`config.mk`:
```
export PLATFORM = sky130hd
export DESIGN_NAME = swe_write_encoder
export DESIGN_NICKNAME = d
export VERILOG_FILES = /design/src/rtl/swe_pkg.sv /design/src/rtl/swe_scatter.sv /design/src/rtl/swe_check_gen.sv /design/src/rtl/swe_lane_enc.sv /design/src/rtl/swe_write_encoder.sv
export SDC_FILE = /design/constraint.sdc
export NUM_CORES = 1
export LEC_CHECK = 0
export BUFFER_PORTS_ARGS = -buffer_cell sky130_fd_sc_hd__buf_2
export CAP_MARGIN = 20
export CORE_AREA = 2 2 249 251
export DETAILED_ROUTE_END_ITERATION = 12
export DIE_AREA = 0 0 251 253
export PLACE_DENSITY = 0.5
export REMOVE_ABC_BUFFERS = 1
export SLEW_MARGIN = 10
export SYNTH_ARGS = -nofsm -noshare
export SYNTH_HDL_FRONTEND = slang
export SYNTH_HIERARCHICAL = 1
export SYNTH_SLANG_ARGS = --single-unit
```
`constraint.sdc`:
```
create_clock -name vclk -period 7.5
set_input_delay 1.5 -clock vclk [all_inputs]
set_output_delay 1.5 -clock vclk [all_outputs]
set_load 0.05 [all_outputs]
```
`src/rtl/swe_pkg.sv`:
```
// Package: swe_pkg
// Shared width arithmetic and position masks for the SECDED write encoder.
// Assumes codewords no wider than MAX_CW bits.
package swe_pkg;

    localparam int MAX_CW = 256;

    // Number of Hamming check bits needed to cover a lane of the given width.
    function automatic int chk_count(input int lane_w);
        int r;
        r = 0;
        while ((1 << r) < lane_w + r + 1) r++;
        return r;
    endfunction

    // Full codeword width: data, check bits and one overall parity bit.
    function automatic int cw_width(input int lane_w);
        return lane_w + chk_count(lane_w) + 1;
    endfunction

    // True when a codeword position is a power of two (a check-bit slot).
    function automatic bit is_pow2(input int p);
        return (p > 0) && ((p & (p - 1)) == 0);
    endfunction

    // Mask of the data positions that check bit k covers.
    function automatic logic [MAX_CW-1:0] cover_mask(input int cw_w, input int k);
        logic [MAX_CW-1:0] m;
        m = '0;
        for (int p = 1; p < cw_w; p++) begin
            if ((((p >> k) & 1) == 1) && !is_pow2(p)) m[p] = 1'b1;
        end
        return m;
    endfunction

endpackage

```
`src/rtl/swe_scatter.sv`:
```
// Module: swe_scatter
// Moves the data bits of one lane to their Hamming positions. The data bits
// go, in ascending order, to the codeword positions that are not powers of
// two. Position 0 and the power-of-two positions are left at zero.
// Assumes LANE_W >= 1. Purely combinational.
module swe_scatter #(
    parameter int LANE_W = 32,
    localparam int CW_W  = swe_pkg::cw_width(LANE_W)
) (
    input  logic [LANE_W-1:0] data,
    output logic [CW_W-1:0]   slots
);

    // Per position: a data bit, or zero for parity and check slots.
    for (genvar p = 0; p < CW_W; p++) begin : g_pos
        if (p == 0 || swe_pkg::is_pow2(p)) begin : g_hole
            assign slots[p] = 1'b0;
        end else begin : g_data
            // Position p is preceded by clog2(p+1) power-of-two slots.
            assign slots[p] = data[p - $clog2(p + 1) - 1];
        end
    end

endmodule

```
`src/rtl/swe_check_gen.sv`:
```
// Module: swe_check_gen
// Works out the Hamming check bits of one lane from its scattered data.
// Assumes the input has zero at position 0 and at every power-of-two position.
module swe_check_gen #(
    parameter int LANE_W = 32,
    localparam int CHK_W = swe_pkg::chk_count(LANE_W),
    localparam int CW_W  = swe_pkg::cw_width(LANE_W)
) (
    input  logic [CW_W-1:0]  slots,
    output logic [CHK_W-1:0] chk
);

    // One XOR tree per check bit, over the positions that have bit k set.
    for (genvar k = 0; k < CHK_W; k++) begin : g_chk
        localparam logic [CW_W-1:0] COVER = CW_W'(swe_pkg::cover_mask(CW_W, k));
        assign chk[k] = ^(slots & COVER);
    end

endmodule

```
`src/rtl/swe_lane_enc.sv`:
```
// Module: swe_lane_enc
// Encodes one data lane into an extended-Hamming codeword. Bit 0 holds the
// overall parity and the check bits sit at positions 1, 2, 4, ...
// Purely combinational.
module swe_lane_enc #(
    parameter int LANE_W = 32,
    localparam int CHK_W = swe_pkg::chk_count(LANE_W),
    localparam int CW_W  = swe_pkg::cw_width(LANE_W)
) (
    input  logic [LANE_W-1:0] data,
    output logic [CW_W-1:0]   cw
);

    logic [CW_W-1:0]  slots;
    logic [CW_W-1:0]  body;
    logic [CHK_W-1:0] chk;
    logic             parity;

    swe_scatter #(.LANE_W(LANE_W)) u_scatter (
        .data  (data),
        .slots (slots)
    );

    swe_check_gen #(.LANE_W(LANE_W)) u_check (
        .slots (slots),
        .chk   (chk)
    );

    // Merge check bits into their slots. The scatter stage left those slots clear.
    for (genvar p = 0; p < CW_W; p++) begin : g_merge
        if (swe_pkg::is_pow2(p)) begin : g_chk
            assign body[p] = slots[p] | chk[$clog2(p)];
        end else begin : g_pass
            assign body[p] = slots[p];
        end
    end

    // Overall parity over the whole codeword body (position 0 is still zero).
    assign parity = ^body;
    assign cw     = {body[CW_W-1:1], parity};

endmodule

```
`src/rtl/swe_write_encoder.sv`:
```
// Module: swe_write_encoder
// Top level of the multi-lane SECDED write encoder. Splits a beat into
// LANES lanes, encodes each one and concatenates the codewords, with lane 0
// at the low end. Valid and ready pass straight through. The output byte
// enables are forced high, because a codeword can only be written whole.
// Assumes LANE_W is a multiple of 8. Purely combinational.
module swe_write_encoder #(
    parameter int LANE_W = 32,
    parameter int LANES  = 8,
    localparam int CW_W     = swe_pkg::cw_width(LANE_W),
    localparam int IN_W     = LANES * LANE_W,
    localparam int OUT_W    = LANES * CW_W,
    localparam int BE_IN_W  = IN_W / 8,
    localparam int BE_OUT_W = (OUT_W + 7) / 8
) (
    input  logic                sink_valid,
    output logic                sink_ready,
    input  logic [IN_W-1:0]     sink_data,
    input  logic [BE_IN_W-1:0]  sink_be,
    output logic                source_valid,
    input  logic                source_ready,
    output logic [OUT_W-1:0]    source_data,
    output logic [BE_OUT_W-1:0] source_be
);

    // One encoder per lane, each in its own output slot.
    for (genvar i = 0; i < LANES; i++) begin : g_lane
        swe_lane_enc #(.LANE_W(LANE_W)) u_enc (
            .data (sink_data[i*LANE_W +: LANE_W]),
            .cw   (source_data[i*CW_W +: CW_W])
        );
    end

    // Handshake passes straight through.
    assign source_valid = sink_valid;
    assign sink_ready   = source_ready;

    // Whole-codeword writes only: every output byte enabled.
    assign source_be = '1;

endmodule

```
==> impl_metrics.toml, run 1 <==
[grt]
grt.overflow.total = 0
grtUsageTotal_pct = 8.06
grt_pass1_vias = 6456
grt_pass1_wl_um = 39400
antenna_found_initial = 1
grt_max_degree = 5

[die]
rows = 91
dieArea_sq_um = 63500
io_pins = 643
fp.dieH_um = 253
start_util_pct = 16.8
fp.dieW_um = 251
core_region_area_sq_um = 61000

[timing]
finalCriticalPeriod_ns = 5.65
tns_ns = 0
finalMaxSlewViolations = 0
final-hold-violation-count = 0
fmax_mhz = 177
setup_viol = 0
grt_setup_unrepaired = "false"
finalCritPeriodShare_pct = 75.4

[logic_synthesis]
avgSynthCellArea_sq_um = 8.87
synth_area_sq_um = 10200
ys_top_cells_by_area = "xnor2_1, buf_4, xor2_1, xnor3_1, xnor2_2"
synthSimpleGateAreaFrac_pct = 2.94
synth_cell_types = 9
ys_seq_area_share_pct = 0
synth_top_family_by_area = "XOR/XNOR gates"
synth.area.mux_share_pct = 0
yosysTopAreaCell = "xnor2_1"
synth-compound-area-share_pct = 0
synthAdderAreaFrac_pct = 0
syn_inst = 1154
synth_top_area_share_pct = 47.3
yosys_warnings = 6
synthXorXnorAreaFrac_pct = 70.2

[clock_network]
cts_hold_buf = 0
cts_resized = 0
cts_setup_buffers = 0

[layout]
area_growth_pct = 14.1
drive_gt1_share_pct = 43.1
seq_area_sq_um = 0
final_cells = 2238
num-nets-final = 1739
multiInputGateArea_sq_um = 7840
clkbuf_count = 0
n_fill_cell = 6934
seq_cell_count = 0

[placement]
routabilityCongestion = 0.830
dp_cells = 2237
portBuffers = 568
dp_hpwl_um = 26400

[critical_path]
worst_setup_path_end_kind = "primary output"
critPathArrivalTime_ns = 4.15
setup.worst_path.class = "input pin to primary output"
required_ns = 6.00
start_kind = "input pin"
crit_path_max_fanout = 3

[job]
drv_cap = 0

[route]
ant_nets = 0
drc = 0
first_iter_violations = 134
via_count = 7075
drt-wirelength-per-cell_um = 12.6
first_pass_iters = 4
vias_per_cell = 3.16
wl_um = 28100

[worst_hold_path]
hold_class = "input pin to primary output"

[status]
outcome = "complete, no violations"

[power]
power_density_nw_per_um2 = 319
leakage_nw = 4.97
finalPower_mw = 3.73
ir_drop_uv = 299
[placed cells by master, fill, tap and decap left out, drive strengths merged]
cell type  count
conb          95
diode          1
buf          568
or2           48
xnor3         32
xor2         128
xnor2        576
[layout make-up]
class | instances | share of cell area [%]
Timing Repair Buffer | 568 | 24.3
Tap cell | 790 | 8.46
Antenna cell | 1 | 0.0214
Multi-Input combinational cell | 879 | 67.2
[report_power, final]
part / leakage (nW) / internal, mW / total (mW) / switching, mW
Clock: 0.00000634 / 0.000000000574 / 0.000000000581 / 0
Combinational: 4.97 / 1.41 / 3.73 / 2.32
Sequential: 0 / 0 / 0 / 0
[metrics by stage]
step                      worst slack [ns]  util [%]  cell area, sq um  hold slack, ns
final                                 1.85      19.1             11700            3.00
after global placement                1.81      19.1             11700            3.00
after CTS                             1.77      19.1             11700            3.00
after floorplan                       1.96         -              7840            3.00
after detailed placement              1.77      19.1             11700            3.00
after global routing                  1.67      19.1             11700            3.00
[final timing paths]
check                          start          endpoint  slack [ns]  cells after the start
worst min-delay path      sink_valid      source_valid        3.00                      0
worst max-delay path  sink_data[152]  source_data[156]        1.85                     11
[routing by layer]
metal | track usage, % | wire length [um] | vias up
met5 | 0 | 0 | -
met4 | 0.204 | 124 | 0
met3 | 0.226 | 1240 | 6
met2 | 15.7 | 14600 | 323
met1 | 10.3 | 12100 | 3122
li1 | - | - | 3624
[logic make-up after synthesis]
| logic type | Yosys count |
|---|---|
| xor gates and xnor gates | 736 |
| buffers and inverters | 361 |
| other | 9 |
| and+or+nand+nor | 48 |
[worst max-delay path: stages]
cell and delay [ns]:
buf_2 0.27, xnor2_2 0.15, xnor2_2 0.27, xnor2_2 0.16
xnor3_1 0.40, or2_1 0.26, xor2_1 0.17, xnor2_1 0.21
xnor2_1 0.17, xnor3_1 0.35, buf_2 0.22
[cell usage after synthesis]
cell / number
buf_4: 361
conb_1: 9
or2_1: 32
or2_2: 16
xnor2_1: 552
xnor2_2: 24
xnor3_1: 32
xor2_1: 112
xor2_2: 16
Power figures use the tool's default switching activity.
==> run 2: changes to the inputs <==
CORE_AREA = 2 2 250 252   (was 2 2 249 251)
DIE_AREA = 0 0 252 254   (was 0 0 251 253)
PLACE_DENSITY = 0.49   (was 0.5)
clock period = 5.66 ns   (was 7.5 ns; I/O delays follow)
==> run 2 against run 1 <==
Compared with the run above: setup slack got worse by 1.4 ns; power is 34% higher; flip-flop and latch count did not move; critical endpoint unchanged; cell count up 0.31%; sequential share of layout area unchanged; die area rose by 0.80%; non-clock buffer count rose by 8; critical path depth increased by 1.
==> impl_metrics.toml, run 2 (same netlist as run 1, synthesis figures left out) <==
[grt]
grt_max_degree = 5
grt_pass1_wl_um = 41500
grt.overflow.total = 0
antenna_found_initial = 0
grtUsageTotal_pct = 8.49
grt_pass1_vias = 6612

[power]
leakage_nw = 5.01
power_density_nw_per_um2 = 426
ir_drop_uv = 562

[die]
io_pins = 643
fp.dieW_um = 252
core_region_area_sq_um = 61300
fp.dieH_um = 254
start_util_pct = 16.7
dieArea_sq_um = 64000
rows = 91

[clock_network]
cts_resized = 0
cts_setup_buffers = 0
cts_hold_buf = 0

[route]
vias_per_cell = 3.16
ant_nets = 0
first_iter_violations = 130
wl_um = 29700
drt-wirelength-per-cell_um = 13.2
via_count = 7096
first_pass_iters = 4
drc = 0

[critical_path]
start_kind = "input pin"
crit_top_cell = "xnor2_1"
required_ns = 4.53
critical_path_buf_inv_count = 3
critPathArrivalTime_ns = 4.07
cp_slowest_cell = "xnor3_1"
cp-startpoint = "sink_data[128]"
path_cells = "buf_2 -> xnor2_1 -> xnor2_1 -> xnor3_1 -> xor2_1 -> or2_2 -> xnor2_1 -> xnor2_1 -> buf_4 -> xnor2_1 -> xnor3_1 -> buf_2"
crit_path_max_fanout = 3
setup.worst_path.class = "input pin to primary output"
worst_setup_path_end_kind = "primary output"
crit_family = "XOR/XNOR gates"
cpPeakStageDelay_ns = 0.50

[layout]
layout_commonest_cell = "buf_2"
area_growth_pct = 14.7
antenna_cells = 0
mostFrequentLayoutCells = "buf_2, xnor2_1, xor2_1, conb_1"
seq_cell_count = 0
num-nets-final = 1747
seq_area_sq_um = 0
n_fill_cell = 6966
clkbuf_count = 0
drive_gt1_share_pct = 43.4

[timing]
finalMaxSlewViolations = 0
grt_setup_unrepaired = "false"
setup_viol = 0
tightest_slew_ns = 0.523
maxSlewHeadroom_pct = 65.0
hold_ws_ns = 2.26
tns_ns = 0
fmax_mhz = 192
final-hold-violation-count = 0
finalCriticalPeriod_ns = 5.20
finalCritPeriodShare_pct = 91.9

[placement]
routabilityCongestion = 0.799
dp_hpwl_um = 27800
portBuffers = 568

[worst_hold_path]
hold_class = "input pin to primary output"
min_from = "source_ready"

[status]
outcome = "complete, no violations"

[job]
drv_cap = 0
[run 2: cell count changes in the layout (fill, tap and decap cells not counted), sizes merged]
cell / previous run / this run
buf: 568 / 576
diode: 1 / 0
[run 2: where the power goes]
group / internal, mW / switching (mW) / total [mW]
sequential: 0 / 0 / 0
combinational: 1.88 / 3.12 / 5.00
clock: 0 / 0 / 0
total: 1.88 / 3.12 / 5.00
[run 2: final cells by class]
class	count	area (sq um)	share of cell area, %
multi-input combinational	879	7840	66.8
timing repair buffer	576	2900	24.7
tap	790	988	8.42
[run 2: final timing paths]
kind	slack (ns)	cells past startpoint	endpoint
max	0.46	12	source_data[156]
min	2.26	0	sink_ready
[run 2: routing by layer]
layer / part of all wire (%) / global-route usage, %
met5: 0 / 0
met4: 0 / 0
met3: 4.0 / 0.318
met2: 51 / 15.6
met1: 45 / 11.6
[run 2: stage by stage]
stage | std cells | power, mW | setup slack (ns) | area, sq um | utilization, %
floorplan | 879 | 3.65 | 0.860 | 7840 | -
global placement | 2245 | 5.05 | 0.408 | 11700 | 19.2
detailed placement | 2245 | 5.06 | 0.328 | 11700 | 19.2
CTS | 2245 | 5.08 | 0.339 | 11700 | 19.2
global route | 2245 | 5.30 | 0.223 | 11700 | 19.2
finish | 2245 | 5.00 | 0.461 | 11700 | 19.2
==> run 3: changes to the inputs <==
CORE_AREA = 2 2 247 249   (was 2 2 250 252)
DIE_AREA = 0 0 249 251   (was 0 0 252 254)
PLACE_DENSITY = 0.5   (was 0.49)
==> run 3 against run 2 <==
Compared with the run above: via count increased by 2.1%; maximum frequency increased by 5.5%; sequential share of layout area unchanged; die area decreased by 2.4%; combinational power increased by 1%; clock-buffer cell count unchanged; worst hold slack unchanged; largest power group unchanged.
==> impl_metrics.toml, run 3 (same netlist as run 1, synthesis figures left out) <==
[grt]
grt_pass1_wl_um = 43200
grtUsageTotal_pct = 8.89
grt.overflow.total = 0
grt_pass1_vias = 7134
antenna_found_initial = 2
grt_max_degree = 5

[die]
fp.dieH_um = 251
core_region_area_sq_um = 59800
io_pins = 643
fp.dieW_um = 249
dieArea_sq_um = 62500
rows = 90
start_util_pct = 17.1

[job]
drv_cap = 0

[timing]
fmax_mhz = 203
maxSlewHeadroom_pct = 63.9
hold_ws_ns = 2.26
tightest_slew_ns = 0.537
setup_ws_ns = 0.732
finalMaxSlewViolations = 0
finalCritPeriodShare_pct = 87.1
tns_ns = 0
final-hold-violation-count = 0
setup_viol = 0
finalCriticalPeriod_ns = 4.93
grt_setup_unrepaired = "false"

[power]
power_density_nw_per_um2 = 432
ir_drop_uv = 612
internal_power_mw = 1.87
power_frac_comb_pct = 100.0
power_switching_mw = 3.19
clockPowerShare_pct = 0
p_seq_share_pct = 0
switching_share_pct = 63.0
leakage_nw = 4.98

[layout]
layout_commonest_cell = "buf_2"
drive_gt1_share_pct = 43.2
n_fill_cell = 6771
clkbuf_count = 0
area_growth_pct = 14.2
num-nets-final = 1741
mostFrequentLayoutCells = "buf_2, xnor2_1, xor2_1, conb_1"
seq_cell_count = 0
seq_area_sq_um = 0
fin_area_sq_um = 11700

[critical_path]
crit_path_max_fanout = 4
start_kind = "input pin"
worst_setup_path_end_kind = "primary output"
path_cells = "buf_2 -> xnor2_1 -> xnor2_1 -> xnor3_1 -> xnor2_1 -> or2_1 -> xor2_1 -> xnor2_1 -> xnor2_1 -> xnor3_1 -> buf_2"
crit_top_cell = "xnor2_1"
setup.worst_path.class = "input pin to primary output"
cpPeakStageDelay_ns = 0.49
critPathArrivalTime_ns = 3.80
cp_slowest_cell = "xnor3_1"
required_ns = 4.53

[placement]
portBuffers = 568
place_area_sq_um = 11700
dp_slack_ns = 0.596
routabilityCongestion = 0.851
dp_hpwl_um = 28200

[clock_network]
cts_setup_buffers = 0
cts_hold_buf = 0
cts_resized = 0

[route]
ant_nets = 0
drt-wirelength-per-cell_um = 13.4
wl_um = 30000
drc = 0
vias_per_cell = 3.24
first_pass_iters = 4
via_count = 7246
first_iter_violations = 153

[status]
outcome = "complete, no violations"

[worst_hold_path]
hold_class = "input pin to primary output"
whs_path_depth = 0
[run 3: cell count changes in the layout (fill, tap and decap cells not counted)]
cell and change:
diode_2 +2, buf_4 -6
[run 3: stage by stage]
stage	utilization [%]	power, mW	cells
after floorplan	-	3.65	879
after global placement	19.5	5.13	2231
after detailed placement	19.5	5.14	2231
after CTS	19.5	5.15	2231
after global routing	19.5	5.36	2233
final	19.5	5.05	2233
[run 3: worst max-delay path, delay by kind of cell]
family | cells | cell delay [ns]
xor gates and xnor gates | 8 | 1.96
buffers and inverters | 2 | 0.42
and+or+nand+nor | 1 | 0.26
[run 3: final cells by class]
class	instances	area (sq um)	share of cell area [%]
well taps	782	978	8.37
multi-input cells	879	7840	67.1
repair buffers	570	2860	24.5
diodes	2	5.00	0.0428
[run 3: path summary, 6_finish.rpt]
| check | from | slack, ns | end |
|---|---|---|---|
| max | sink_data[138] | 0.73 | source_data[156] |
| min | source_ready | 2.26 | sink_ready |
[run 3: power by group through the flow]
stage	combinational [mW]	sequential, mW	clock, mW
2_1_floorplan	3.65	0	0
4_1_cts	5.15	0	0
6_report	5.05	0	0.0000000473
3_3_place_gp	5.13	0	0
3_5_place_dp	5.14	0	0
5_1_grt	5.36	0	0.0000000473
[run 3: per-layer routing]
metal	up-vias	wire, um	part of all wire, %	global-route usage, %
met5	-	0	0	0
met4	0	620	2.1	1.61
met3	19	1720	5.7	1.23
met2	305	14800	49	16.1
met1	3301	12900	43	11.2
li1	3621	-	-	-
